**config.mk**
```make
export PLATFORM = sky130hd
export DESIGN_NAME = state_equiv_finder
export DESIGN_NICKNAME = d
export VERILOG_FILES = /design/src/rtl/state_equiv_finder.sv
export SDC_FILE = /design/constraint.sdc
export NUM_CORES = 1
export LEC_CHECK = 0
export BUFFER_PORTS_ARGS = -buffer_cell sky130_fd_sc_hd__buf_2
export CELL_PAD_IN_SITES_DETAIL_PLACEMENT = 0
export CELL_PAD_IN_SITES_GLOBAL_PLACEMENT = 1
export CORE_UTILIZATION = 42
export CTS_BUF_LIST = sky130_fd_sc_hd__clkbuf_8
export DETAILED_ROUTE_END_ITERATION = 8
export HOLD_SLACK_MARGIN = 0.1
export PLACE_DENSITY_LB_ADDON = 0.1
export SYNTH_ARGS = -nofsm -noshare
export SYNTH_HDL_FRONTEND = slang
export SYNTH_SLANG_ARGS = --single-unit
```
**constraint.sdc**
```tcl
create_clock -name clk -period 6.6 [get_ports clk]
set_input_delay 0.33 -clock clk [delete_from_list [all_inputs] [get_ports clk]]
set_output_delay 0.33 -clock clk [all_outputs]
set_load 0.05 [all_outputs]
```
**src/rtl/state_equiv_finder.sv**
```systemverilog
module state_equiv_finder #(
  parameter int NS = 8,
  localparam int SW = $clog2(NS),
  localparam int CW = $clog2(NS + 1)
) (
  input  logic               clk,
  input  logic               rst_n,
  input  logic               wr_en,
  input  logic [SW-1:0]      wr_state,
  input  logic [SW-1:0]      wr_ns0,
  input  logic [SW-1:0]      wr_ns1,
  input  logic               wr_out0,
  input  logic               wr_out1,
  input  logic [CW-1:0]      num_states,
  input  logic               start,
  output logic               busy,
  output logic               done,
  output logic               overflow,
  output logic [NS*NS-1:0]   eq_pairs,
  output logic [NS*SW-1:0]   rep_map,
  output logic [CW-1:0]      num_classes
);
  localparam int NP = NS * (NS - 1) / 2;
  localparam int PW = $clog2(NP);

  typedef enum logic [1:0] {PH_IDLE, PH_INIT, PH_REF} phase_t;

  phase_t ph;
  logic [NS-1:0][SW-1:0] tns0, tns1;
  logic [NS-1:0]         tout0, tout1;
  logic [NP-1:0]         mark;
  logic [SW-1:0]         pi, pj;
  logic [CW-1:0]         nlim, pass_cnt;
  logic                  changed;

  function automatic logic [PW-1:0] pidx(input logic [SW-1:0] a, input logic [SW-1:0] b);
    int lo, hi;
    lo = (a < b) ? int'(a) : int'(b);
    hi = (a < b) ? int'(b) : int'(a);
    return PW'(lo * (2 * NS - lo - 1) / 2 + hi - lo - 1);
  endfunction

  function automatic logic inr(input logic [SW-1:0] s);
    return CW'(s) < nlim;
  endfunction

  // table load, locked while a search runs
  always_ff @(posedge clk) begin
    if (!rst_n) begin
      tns0 <= '0; tns1 <= '0; tout0 <= '0; tout1 <= '0;
    end else if (wr_en && !busy) begin
      tns0[wr_state]  <= wr_ns0;
      tns1[wr_state]  <= wr_ns1;
      tout0[wr_state] <= wr_out0;
      tout1[wr_state] <= wr_out1;
    end
  end

  logic [SW-1:0] a0, b0, a1, b1;
  logic ig0, ig1, oor0, oor1, outdiff, init_mark, imp_mark, last_pair, set_now, quiet;
  logic [CW-1:0] cap, nclamp;

  assign a0 = tns0[pi];
  assign b0 = tns0[pj];
  assign a1 = tns1[pi];
  assign b1 = tns1[pj];
  assign ig0 = (a0 == b0) || (a0 == pi && b0 == pj) || (a0 == pj && b0 == pi);
  assign ig1 = (a1 == b1) || (a1 == pi && b1 == pj) || (a1 == pj && b1 == pi);
  assign oor0 = !ig0 && (!inr(a0) || !inr(b0));
  assign oor1 = !ig1 && (!inr(a1) || !inr(b1));
  assign outdiff = (tout0[pi] != tout0[pj]) || (tout1[pi] != tout1[pj]);
  assign init_mark = !inr(pj) || outdiff || oor0 || oor1;
  assign imp_mark = (!ig0 && mark[pidx(a0, b0)]) || (!ig1 && mark[pidx(a1, b1)]);
  assign last_pair = (pi == SW'(NS - 2)) && (pj == SW'(NS - 1));
  assign set_now = !mark[pidx(pi, pj)] && imp_mark;
  assign quiet = !(changed || set_now);
  assign cap = (nlim > CW'(1)) ? nlim - CW'(1) : CW'(1);
  assign nclamp = (num_states > CW'(NS)) ? CW'(NS) : num_states;

  always_ff @(posedge clk) begin
    if (!rst_n) begin
      ph <= PH_IDLE; busy <= 1'b0; done <= 1'b0; overflow <= 1'b0;
      mark <= '0; pi <= '0; pj <= SW'(1); nlim <= '0; pass_cnt <= '0; changed <= 1'b0;
    end else begin
      case (ph)
        PH_IDLE: if (start) begin
          ph <= PH_INIT; busy <= 1'b1; done <= 1'b0; overflow <= 1'b0;
          mark <= '0; pi <= '0; pj <= SW'(1); nlim <= nclamp;
          pass_cnt <= CW'(1); changed <= 1'b0;
        end
        PH_INIT: begin
          mark[pidx(pi, pj)] <= init_mark;
          if (last_pair) begin
            ph <= PH_REF; pi <= '0; pj <= SW'(1); changed <= 1'b0;
          end else if (pj == SW'(NS - 1)) begin
            pi <= pi + SW'(1); pj <= pi + SW'(2);
          end else pj <= pj + SW'(1);
        end
        PH_REF: begin
          if (set_now) begin
            mark[pidx(pi, pj)] <= 1'b1;
            changed <= 1'b1;
          end
          if (last_pair) begin
            pi <= '0; pj <= SW'(1);
            if (quiet || pass_cnt == cap) begin
              ph <= PH_IDLE; busy <= 1'b0; done <= 1'b1; overflow <= !quiet;
            end else begin
              pass_cnt <= pass_cnt + CW'(1);
              changed <= 1'b0;
            end
          end else if (pj == SW'(NS - 1)) begin
            pi <= pi + SW'(1); pj <= pi + SW'(2);
          end else pj <= pj + SW'(1);
        end
        default: ph <= PH_IDLE;
      endcase
    end
  end

  for (genvar i = 0; i < NS; i++) begin : g_row
    for (genvar j = 0; j < NS; j++) begin : g_col
      if (i == j) begin : g_diag
        assign eq_pairs[i*NS+j] = inr(SW'(i));
      end else begin : g_off
        assign eq_pairs[i*NS+j] = inr(SW'(i)) && inr(SW'(j)) && !mark[pidx(SW'(i), SW'(j))];
      end
    end
  end

  always_comb begin
    int cnt;
    cnt = 0;
    rep_map = '0;
    for (int i = 0; i < NS; i++) begin
      logic [SW-1:0] r;
      logic hit;
      r = SW'(i);
      hit = 1'b0;
      for (int j = 0; j < i; j++) begin
        if (!hit && inr(SW'(i)) && inr(SW'(j)) && !mark[pidx(SW'(j), SW'(i))]) begin
          r = SW'(j);
          hit = 1'b1;
        end
      end
      rep_map[i*SW +: SW] = r;
      if (inr(SW'(i)) && !hit) cnt++;
    end
    num_classes = CW'(cnt);
  end

  assert_start_busy_R7: assert property (@(posedge clk) disable iff (!rst_n)
    (!busy && start) |=> busy);
  assert_busy_done_excl_R7: assert property (@(posedge clk) disable iff (!rst_n)
    !(busy && done));
  assert_table_locked_R8: assert property (@(posedge clk) disable iff (!rst_n)
    busy |=> ($stable(tns0) && $stable(tns1) && $stable(tout0) && $stable(tout1)));
  assert_marks_keep_R3: assert property (@(posedge clk) disable iff (!rst_n)
    (ph == PH_REF && $past(ph) == PH_REF) |-> ((mark & $past(mark)) == $past(mark)));
  assert_no_overflow_R9: assert property (@(posedge clk) disable iff (!rst_n)
    overflow |-> done);
  for (genvar g = 0; g < NS; g++) begin : g_chk
    assert_rep_low_R6: assert property (@(posedge clk) disable iff (!rst_n)
      done |-> (rep_map[g*SW +: SW] <= SW'(g)));
  end
endmodule

```
==> metrics.cfg, run 1 <==
[die]
dieArea_um2=24300
start_util_pct=43.4
ios=114
die_x_um=156
core_um2=22900
die_h_um=156
rows=55

[sta]
tightest_slew_ns=1.26
worst_slack_ns=0.290
max_freq_mhz=158
final-max-slew-violation-count=0
setup_viol=0
tns_ns=0
skew_ns=0.0289
final_hold_viol_count=0
slew_headroom_pct=15.5
fin_crit_sh_pct=95.6
period_minus_slack_ns=6.31

[drt]
ant_nets=0
num_vias=8926
wl_met1_um=14500
drt_pass1_iterations=5
wl_per_cell_um=19.3
drt_iter0_drc=727
vias_per_cell=5.73
drc_errors=0
dr_wl_met3_um=1880
routed.top_layer=met4
drt-total-wl_um=30000
dr_wl_met2_um=13300

[layout]
drive_above_1_share_pct=25.6
n_antenna_cell=0
multiInputGateArea_um2=7150
nNetsFinal=1335
seqCellArea_um2=2260
n_fill_cell=2308
final_util_pct=49.4
syn_to_final_growth_pct=14.0
design_area_um2=11300

[logic_synthesis]
ys_types=76
ys_seq_area_share_pct=22.5
synthCells=1151
yosys_warnings=0
netlist_area_um2=9940
yosysTopAreaCell=dfxtp_1
yosys-top-cells-area=dfxtp_1, mux2i_1, mux4_2, ha_1, nor2_1
synth_flop_cell=dfxtp_1
ys_top_cells_by_count=nor2_1, dfxtp_1, mux2i_1
avgSynthCellArea_um2=8.64
async_flop_share_pct=0
synth-edff-count=0
synth-seq-cells=112
yosys.area.top_type_share_pct=22.5
synth.most_common_cell=nor2_1

[grt]
grt_first_pass_wirelength_um=46400
overflow=0
grt_use_total_pct=24.7
grt_max_degree=72
first_global_vias=8297
antenna_found_initial=0

[setup_path]
criticalPathCategory=reg2reg
worstPathMaxFanout=28
required_ns=6.91
cp-start-kind=flip-flop
worst_setup_path_end_kind=flip-flop
cp.arrival_ns=6.62

[cts]
cts_num_sinks=112
cts_max_level=3
insertion_delay_ns=0.42
cts-root-buf=clkbuf_8
clk_pin_slew_worst_paths_ns=0.13
tritoncts=built
cts.path.max_buffers=2
numCtsBuffers=9

[min_path]
hold_class=in2reg

[power_and_ir_drop]
p_leak_nw=4.94
worst_ir_drop_vdd_v=0.000123
power_density_nw_per_um2=224

[run_status]
outcome=finished clean

[place]
port_buffers=106
place_congestion=0.897
dpl_cell_area_um2=10700
hpwlAfterDp_um=22400
post-place-ws_ns=-0.0586

[run]
cap_violations=0

[metal layers]
metal,vias to the layer above,GRT usage (%)
met5,-,0
met4,0,4.81
met3,32,3.86
met2,308,38.0
met1,4279,36.2
li1,4307,-
[flip-flops by register name (all words and copies together) (netlist names)]
register,cells
pi,3
pj,3
changed,1
pass_cnt,4
tout0,8
done,1
tns1,24
nlim,4
mark,28
ph,2
overflow,1
tns0,24
busy,1
tout1,8
[stage by stage]
| stage | hold slack (ns) | power [mW] | instances |
|---|---|---|---|
| 4_1_cts | 0.197 | 2.45 | 1545 |
| 3_5_place_dp | 0.473 | 1.98 | 1529 |
| 5_1_grt | 0.195 | 2.69 | 1559 |
| 3_3_place_gp | 0.470 | 1.98 | 1529 |
| 6_report | 0.215 | 2.53 | 1559 |
| 2_1_floorplan | 0.472 | 1.71 | 1163 |
[final timing paths]
path | startpoint | to | slack (ns) | cells past startpoint
max | pi[0]$_SDFFE_PN0P_ | mark[7]$_SDFFE_PN0P_ | 0.29 | 26
min | start | nlim[3]$_SDFFE_PN0P_ | 0.22 | 3
min reg2reg | done$_SDFFE_PN0P_ | done$_SDFFE_PN0P_ | 0.50 | 2
max reg2reg | pi[0]$_SDFFE_PN0P_ | mark[7]$_SDFFE_PN0P_ | 0.29 | 26
[critical path, cell delays in order, from the launching register on]
cell and delay (ns):
dfxtp_4 0.44, mux2_2 0.35, o22a_1 0.24, and2_0 0.19
ha_1 0.30, nor2b_1 0.15, o21a_2 0.24, or3_4 0.40
nand2_2 0.12, nor2_1 0.05, ha_1 0.29, ha_1 0.29
ha_1 0.31, ha_1 0.30, inv_1 0.05, fa_2 0.63
mux4_2 0.22, mux2i_1 0.09, mux2i_2 0.20, nor2_1 0.07
o211ai_1 0.20, nand3_2 0.15, o22ai_2 0.22, o21a_4 0.19
buf_12 0.19, nand3_1 0.09, a221oi_1 0.23
[cells in the final DEF, fill, tap and decap left out, types with 5 or more instances in the layout]
cell / n
nor2b_1: 13
mux2_2: 16
inv_1: 56
a211oi_2: 5
a21o_1: 8
nand4_1: 12
nor2_1: 153
xor2_2: 5
clkbuf_8: 9
nand2_1: 47
nand2b_1: 15
a211oi_1: 27
a21oi_1: 37
conb_1: 13
xor2_1: 13
mux4_2: 40
ha_1: 67
or2_2: 6
a31oi_1: 28
nand2_2: 6
nor3b_1: 7
inv_2: 5
a211o_1: 5
and3_1: 5
mux2i_1: 111
buf_2: 106
nand3_1: 18
o22ai_2: 5
o21ai_0: 51
nand3b_1: 5
a21boi_0: 7
nor3_1: 15
and2_1: 9
nor4_1: 8
dfxtp_1: 107
xnor2_1: 29
buf_4: 58
o211ai_1: 8
[timing repair]
item                                    in CTS  in global routing
hold buffers                                 0                  0
endpoints found under the setup margin      29                 38
gates resized for setup                      5                 49
cloned                                       0                  1
pin swaps                                    0                 14
buffers inserted                             0                 13
[where the power goes]
part | internal (mW) | switching, mW
sequential | 0.693 | 0.0253
combinational | 0.509 | 0.848
clock | 0.160 | 0.299
total | 1.36 | 1.17
[logic make-up (layout without fill, tap and decap cells)]
logic type	count (synthesis)	after routing	synth area share [%]
compound gates	234	234	15.8
xor+xnor	48	48	4.23
fa+ha+maj	75	75	9.89
buf+inv	166	249	8.29
flops	112	112	22.5
mux	172	172	22.8
other cells	1	13	0.0377
simple gates	343	343	16.4
[layout make-up]
cell class	instances	share of cell area (%)
Tap cell	313	3.46
Clock inverter	7	0.839
Sequential cell	112	19.9
Inverter	62	2.05
Multi-Input combinational cell	885	63.1
Clock buffer	9	1.09
Timing Repair Buffer	171	9.54
(Power assumes the default switching activity.)
==> inputs of run 2 (changes only) <==
--- a/config.mk
+++ b/config.mk
@@ -11,3 +11,3 @@
 export CORE_UTILIZATION = 42
-export CTS_BUF_LIST = sky130_fd_sc_hd__clkbuf_8
+export CTS_BUF_LIST = sky130_fd_sc_hd__clkbuf_2
 export DETAILED_ROUTE_END_ITERATION = 8
--- a/constraint.sdc
+++ b/constraint.sdc
@@ -3,2 +3,2 @@
 set_output_delay 0.33 -clock clk [all_outputs]
-set_load 0.05 [all_outputs]
+set_load 0.01 [all_outputs]
==> metrics.cfg, run 2 (synthesized netlist as in run 1, its figures left out) <==
[cts]
tritoncts=built
cts_max_level=3  ; unchanged
cts-root-buf=clkbuf_2
cts.path.max_buffers=2  ; unchanged
clk_pin_slew_worst_paths_ns=0.40  ; +0.27 ns
cts_num_sinks=112  ; unchanged
insertion_delay_ns=0.70  ; +0.28 ns
numCtsBuffers=9  ; unchanged

[place]
post-place-ws_ns=-0.0586  ; unchanged
place_congestion=0.897  ; unchanged
hpwlAfterDp_um=22400  ; unchanged
port_buffers=106  ; unchanged

[setup_path]
cpMostUsedCell=ha_1
required_ns=7.20  ; +0.29 ns
cp-start-kind=flip-flop
reg2reg_from=pi[0]$_SDFFE_PN0P_
cpMaxStageDelayCell=fa_2
worst_setup_path_end_kind=flip-flop
r2r_slack_ns=0.31  ; +0.02 ns
r2r-end=pass_cnt[0]$_SDFFE_PN0P_
worstPathMaxFanout=7  ; -75%
cp.arrival_ns=6.89  ; +0.27 ns
reg2reg_depth=26  ; unchanged
criticalPathCategory=reg2reg
cp_slowest_stage_delay_ns=0.63  ; about the same

[sta]
period_minus_slack_ns=6.29  ; -0.0174 ns
fin_crit_sh_pct=95.3  ; -0.26 points
setup_viol=0  ; unchanged
worst_slack_ns=0.307  ; +0.0174 ns
whs_ns=0.279  ; +0.0641 ns
final-max-slew-violation-count=0  ; unchanged
tightest_slew_ns=1.24  ; -0.0260 ns
final_hold_viol_count=0  ; unchanged
slew_headroom_pct=17.2  ; +1.7 points
skew_ns=0.0567  ; +0.0278 ns
max_freq_mhz=159  ; +0.28%

[min_path]
hold_depth=5  ; +2
holdPathEnd=tout0[6]$_SDFFE_PN0P_
hold_class=in2reg
hold_start=wr_state[1]

[drt]
wl_per_cell_um=19.2  ; -0.11%
drc_errors=0  ; unchanged
vias_per_cell=5.69  ; -0.59%
drt_iter0_drc=669  ; -8.0%
ant_nets=0  ; unchanged
num_vias=8987  ; +0.68%
drt-total-wl_um=30400  ; +1.2%
drt_pass1_iterations=6  ; +1

[layout]
final_common_cell=nor2_1
drive_above_1_share_pct=25.3  ; -0.29 points
max_flop_register=mark
nNetsFinal=1353  ; +1.3%
layout_common_cells=nor2_1, mux2i_1, dfxtp_1, buf_2, ha_1
largestRegisters=mark x28, tns0 x24, tns1 x24
syn_to_final_growth_pct=15.3
largest_register_ffs=28  ; unchanged

[power_and_ir_drop]
p_leak_nw=4.99  ; +0.96%
power_density_nw_per_um2=201  ; -10%
worst_ir_drop_vdd_v=0.000106  ; -14%
finalPower_mw=2.30  ; -9.1%

[die]
die_h_um=156  ; unchanged
ios=114  ; unchanged
core_um2=22900  ; unchanged
dieArea_um2=24300  ; unchanged
die_x_um=156  ; unchanged
rows=55  ; unchanged
start_util_pct=43.4  ; unchanged

[grt]
overflow=0  ; unchanged
first_global_vias=8361  ; +0.77%
grt_first_pass_wirelength_um=46700  ; +0.56%
antenna_found_initial=2  ; +2
grt_max_degree=72  ; unchanged
grt_use_total_pct=24.8  ; +0.13 points

[run_status]
outcome=finished clean

[run]
cap_violations=0  ; unchanged

==> run 2: cell types whose count changed in the layout (fill, tap and decap cells not counted), sizes merged <==
| cell | previous run | this run |
|---|---|---|
| dlygate4sd3 | 0 | 17 |
| diode | 0 | 2 |
| clkbuf | 11 | 12 |
==> run 2: metal layers <==
metal  share of wire [%]  global-route usage (%)  wire length, um
met2                  44                    38.2            13400
met4                 1.3                    5.60              395
met1                  47                    35.9            14300
met5                   0                       0                0
met3                 7.3                    4.08             2210
==> run 2: layout make-up <==
class,instances,area [um2]
Fill cell,2293,11500
Multi-Input combinational cell,885,7160
Sequential cell,112,2260
Timing Repair Buffer,189,1280
Tap cell,313,392
Inverter,62,233
Clock inverter,7,95.1
Clock buffer,9,45.0
Antenna cell,2,5.00
==> run 2: how the worst max path moves through the flow <==
stage | from | cells after the start | slack [ns] | endpoint
after global routing | pj[0]$_SDFFE_PN1P_ | 26 | -0.06 | mark[7]$_SDFFE_PN0P_
after CTS | pi[1]$_SDFFE_PN0P_ | 26 | 0.006 | mark[16]$_SDFFE_PN0P_
after global placement | pj[0]$_SDFFE_PN1P_ | 24 | 0.01 | mark[26]$_SDFFE_PN0P_
final | pi[0]$_SDFFE_PN0P_ | 26 | 0.31 | pass_cnt[0]$_SDFFE_PN0P_
after floorplan | pi[0]$_SDFFE_PN0P_ | 30 | 0.40 | mark[26]$_SDFFE_PN0P_
after detailed placement | pj[0]$_SDFFE_PN1P_ | 25 | -0.06 | mark[7]$_SDFFE_PN0P_
==> run 2: critical path: cells and delay by family (launching register included) <==
family,cells,cell delay (ns)
mux,4,0.84
fa+ha+maj,6,2.12
buf+inv,3,0.39
flops,1,0.49
simple gates,8,1.23
compound gates,5,1.15
==> run 2: per-stage QoR <==
step           util, %  setup TNS, ns  cells  area, um2
2_1_floorplan        -              0   1163       9990
3_3_place_gp      46.9              0   1529      10700
3_5_place_dp      46.9          -1.17   1529      10700
4_1_cts           48.5              0   1564      11100
5_1_grt           50.0         -0.401   1578      11500
6_report          50.0              0   1579      11500
==> run 2: power breakdown <==
| group | internal [mW] | switching (mW) | leakage, nW |
|---|---|---|---|
| combinational | 0.523 | 0.689 | 4.00 |
| sequential | 0.698 | 0.0254 | 0.908 |
| clock | 0.0761 | 0.291 | 0.0819 |
| total | 1.30 | 1.01 | 4.99 |
==> run 2: timing repair <==
action,4_1_cts,5_1_grt
endpoints found under the setup margin,29,39
gates resized for setup,13,42
pin swaps,1,15
hold buffers,17,0
hold endpoints to repair,76,0
buffers inserted,2,11
gates cloned,0,2
==> inputs of run 3 (changes only) <==
CORE_MARGIN = 1.5   (was default)
PLACE_DENSITY = 0.78   (was default)
PLACE_DENSITY_LB_ADDON = default   (was 0.1)
==> metrics.cfg, run 3 (synthesized netlist as in run 1, its figures left out) <==
[setup_path]
worst_setup_path_end_kind=flip-flop
reg2reg_from=pj[0]$_SDFFE_PN1P_
cpMaxStageDelayCell=fa_2
crit_start=pj[0]$_SDFFE_PN1P_
worstPathMaxFanout=28  ; +21
cp.depth=26  ; unchanged
cpMostUsedCell=ha_1
cp_slowest_stage_delay_ns=0.63  ; about the same
criticalPathCategory=reg2reg
cp_top_family=adder cells
reg2reg_depth=26  ; unchanged
cp.arrival_ns=6.92  ; +0.03 ns
cp.buffers_inverters=4  ; +1
required_ns=7.17  ; -0.03 ns
cp-start-kind=flip-flop

[cts]
cts_num_sinks=112  ; unchanged
cts.path.max_buffers=2  ; unchanged
numCtsBuffers=9  ; unchanged
clk_pin_slew_worst_paths_ns=0.37  ; -0.03 ns
cts-root-buf=clkbuf_2
tritoncts=built
cts_max_level=3  ; unchanged
insertion_delay_ns=0.68  ; -0.02 ns

[drt]
num_vias=8917  ; -0.78%
vias_per_cell=5.67  ; -0.40%
drt_pass1_iterations=7  ; +1
drc_errors=0  ; unchanged
drt-total-wl_um=28000  ; -7.8%
ant_nets=0  ; unchanged
wl_per_cell_um=17.8  ; -7.5%
drt_iter0_drc=659  ; -1.5%

[die]
dieArea_um2=24600  ; +1.3%
ios=114  ; unchanged
start_util_pct=42.6  ; -0.77 points
die_h_um=157  ; +0.64%
core_um2=23300  ; +1.8%
rows=56  ; +1.8%
die_x_um=157  ; +0.64%

[place]
place_congestion=0.923  ; +3.0%
port_buffers=106  ; unchanged
hpwlAfterDp_um=20900  ; -6.7%

[layout]
layout_common_cells=nor2_1, mux2i_1, dfxtp_1, buf_2, ha_1
final_util_pct=48.7  ; -1.3 points
drive_above_1_share_pct=24.7  ; -0.66 points
max_flop_register=mark
largest_register_ffs=28  ; unchanged
multiInputGateArea_um2=7170  ; +0.10%
largestRegisters=mark x28, tns0 x24, tns1 x24
syn_to_final_growth_pct=14.2
nNetsFinal=1342  ; -0.81%
n_fill_cell=2255  ; -1.7%
final_common_cell=nor2_1
seqCellArea_um2=2260  ; about the same

[sta]
final-max-slew-violation-count=0  ; unchanged
max_freq_mhz=157  ; -0.95%
whs_ns=0.166  ; -0.114 ns
final_hold_viol_count=0  ; unchanged
period_minus_slack_ns=6.35  ; +0.0600 ns
setup_viol=0  ; unchanged
slew_headroom_pct=21.7  ; +4.5 points
fin_crit_sh_pct=96.3  ; +0.91 points
tightest_slew_ns=1.17  ; -0.0671 ns
skew_ns=0.0696  ; +0.0129 ns

[run_status]
outcome=finished clean

[min_path]
hold_class=in2reg
hold_depth=4  ; -1
hold_start=wr_state[2]

[run]
cap_violations=0  ; unchanged

[grt]
grt_max_degree=73  ; +1.4%
antenna_found_initial=1  ; -1
overflow=0  ; unchanged
grt_use_total_pct=22.5  ; -2.3 points
grt_first_pass_wirelength_um=43400  ; -6.9%
first_global_vias=8141  ; -2.6%

[power_and_ir_drop]
power_density_nw_per_um2=197  ; -2.0%
p_leak_nw=4.94  ; -1.0%
worst_ir_drop_vdd_v=0.000116  ; +9.2%

[run 3: cell count changes in the layout (fill, tap and decap cells not counted), moves of 2 or more]
cell           delta
buf_6             -2
inv_6             -3
nor2_2            +2
nor2_1            -2
inv_8             +3
buf_4             -6
clkinv_4          +2
ha_2              -2
and2_0            -2
ha_4              +2
dlygate4sd3_1     -2
[run 3: stage by stage]
step | setup slack, ns | power, mW | setup TNS, ns | instance area, um2 | cells
finish | 0.247 | 2.24 | 0 | 11400 | 1573
global route | -0.0232 | 2.38 | -0.156 | 11400 | 1573
CTS | 0.0319 | 2.13 | 0 | 11000 | 1559
detailed placement | 0.00418 | 1.78 | 0 | 10700 | 1528
global placement | 0.0642 | 1.77 | 0 | 10700 | 1528
floorplan | 0.400 | 1.54 | 0 | 9990 | 1163
[run 3: final cells by class]
| cell class | instances | area share (%) |
|---|---|---|
| multi-input combinational | 885 | 63.1 |
| sequential | 112 | 19.9 |
| timing repair buffer | 178 | 10.4 |
| tap | 319 | 3.51 |
| inverter | 62 | 2.05 |
| clock inverter | 7 | 0.628 |
| clock buffer | 9 | 0.397 |
| antenna | 1 | 0.0220 |
[run 3: worst paths after layout]
path                      endpoint  slack (ns)
max reg2reg   mark[7]$_SDFFE_PN0P_        0.25
min          tns1[10]$_SDFFE_PN0P_        0.17
min reg2reg      done$_SDFFE_PN0P_        0.51
max           mark[7]$_SDFFE_PN0P_        0.25
[run 3: per-layer routing]
metal | routed length [um] | up-vias | part of all wire [%] | GRT usage (%)
met5 | 0 | - | 0 | 0
met4 | 517 | 0 | 1.8 | 5.99
met3 | 1490 | 42 | 5.3 | 3.43
met2 | 12900 | 289 | 46 | 35.7
met1 | 13100 | 4271 | 47 | 31.6
li1 | - | 4315 | - | -
[run 3: tightest hold or removal path, delay by kind of cell]
family,cells,cell delay [ns]
multiplexers,1,0.18
buffers and inverters,1,0.14
AND/OR/NAND/NOR,2,0.22
[run 3: where the power goes]
| group | leakage, nW | switching (mW) | internal [mW] | total, mW |
|---|---|---|---|---|
| Sequential | 0.908 | 0.0293 | 0.697 | 0.726 |
| Clock | 0.0722 | 0.265 | 0.0629 | 0.328 |
| Combinational | 3.96 | 0.665 | 0.517 | 1.18 |
| Total | 4.94 | 0.959 | 1.28 | 2.24 |
[run 3: repair_timing]
action	in CTS	in global routing
endpoints found under the hold margin	75	0
pin swaps	0	17
gates cloned	0	2
setup endpoints to repair	28	39
setup buffers	0	11
gates resized for setup	8	49
hold buffers	15	0
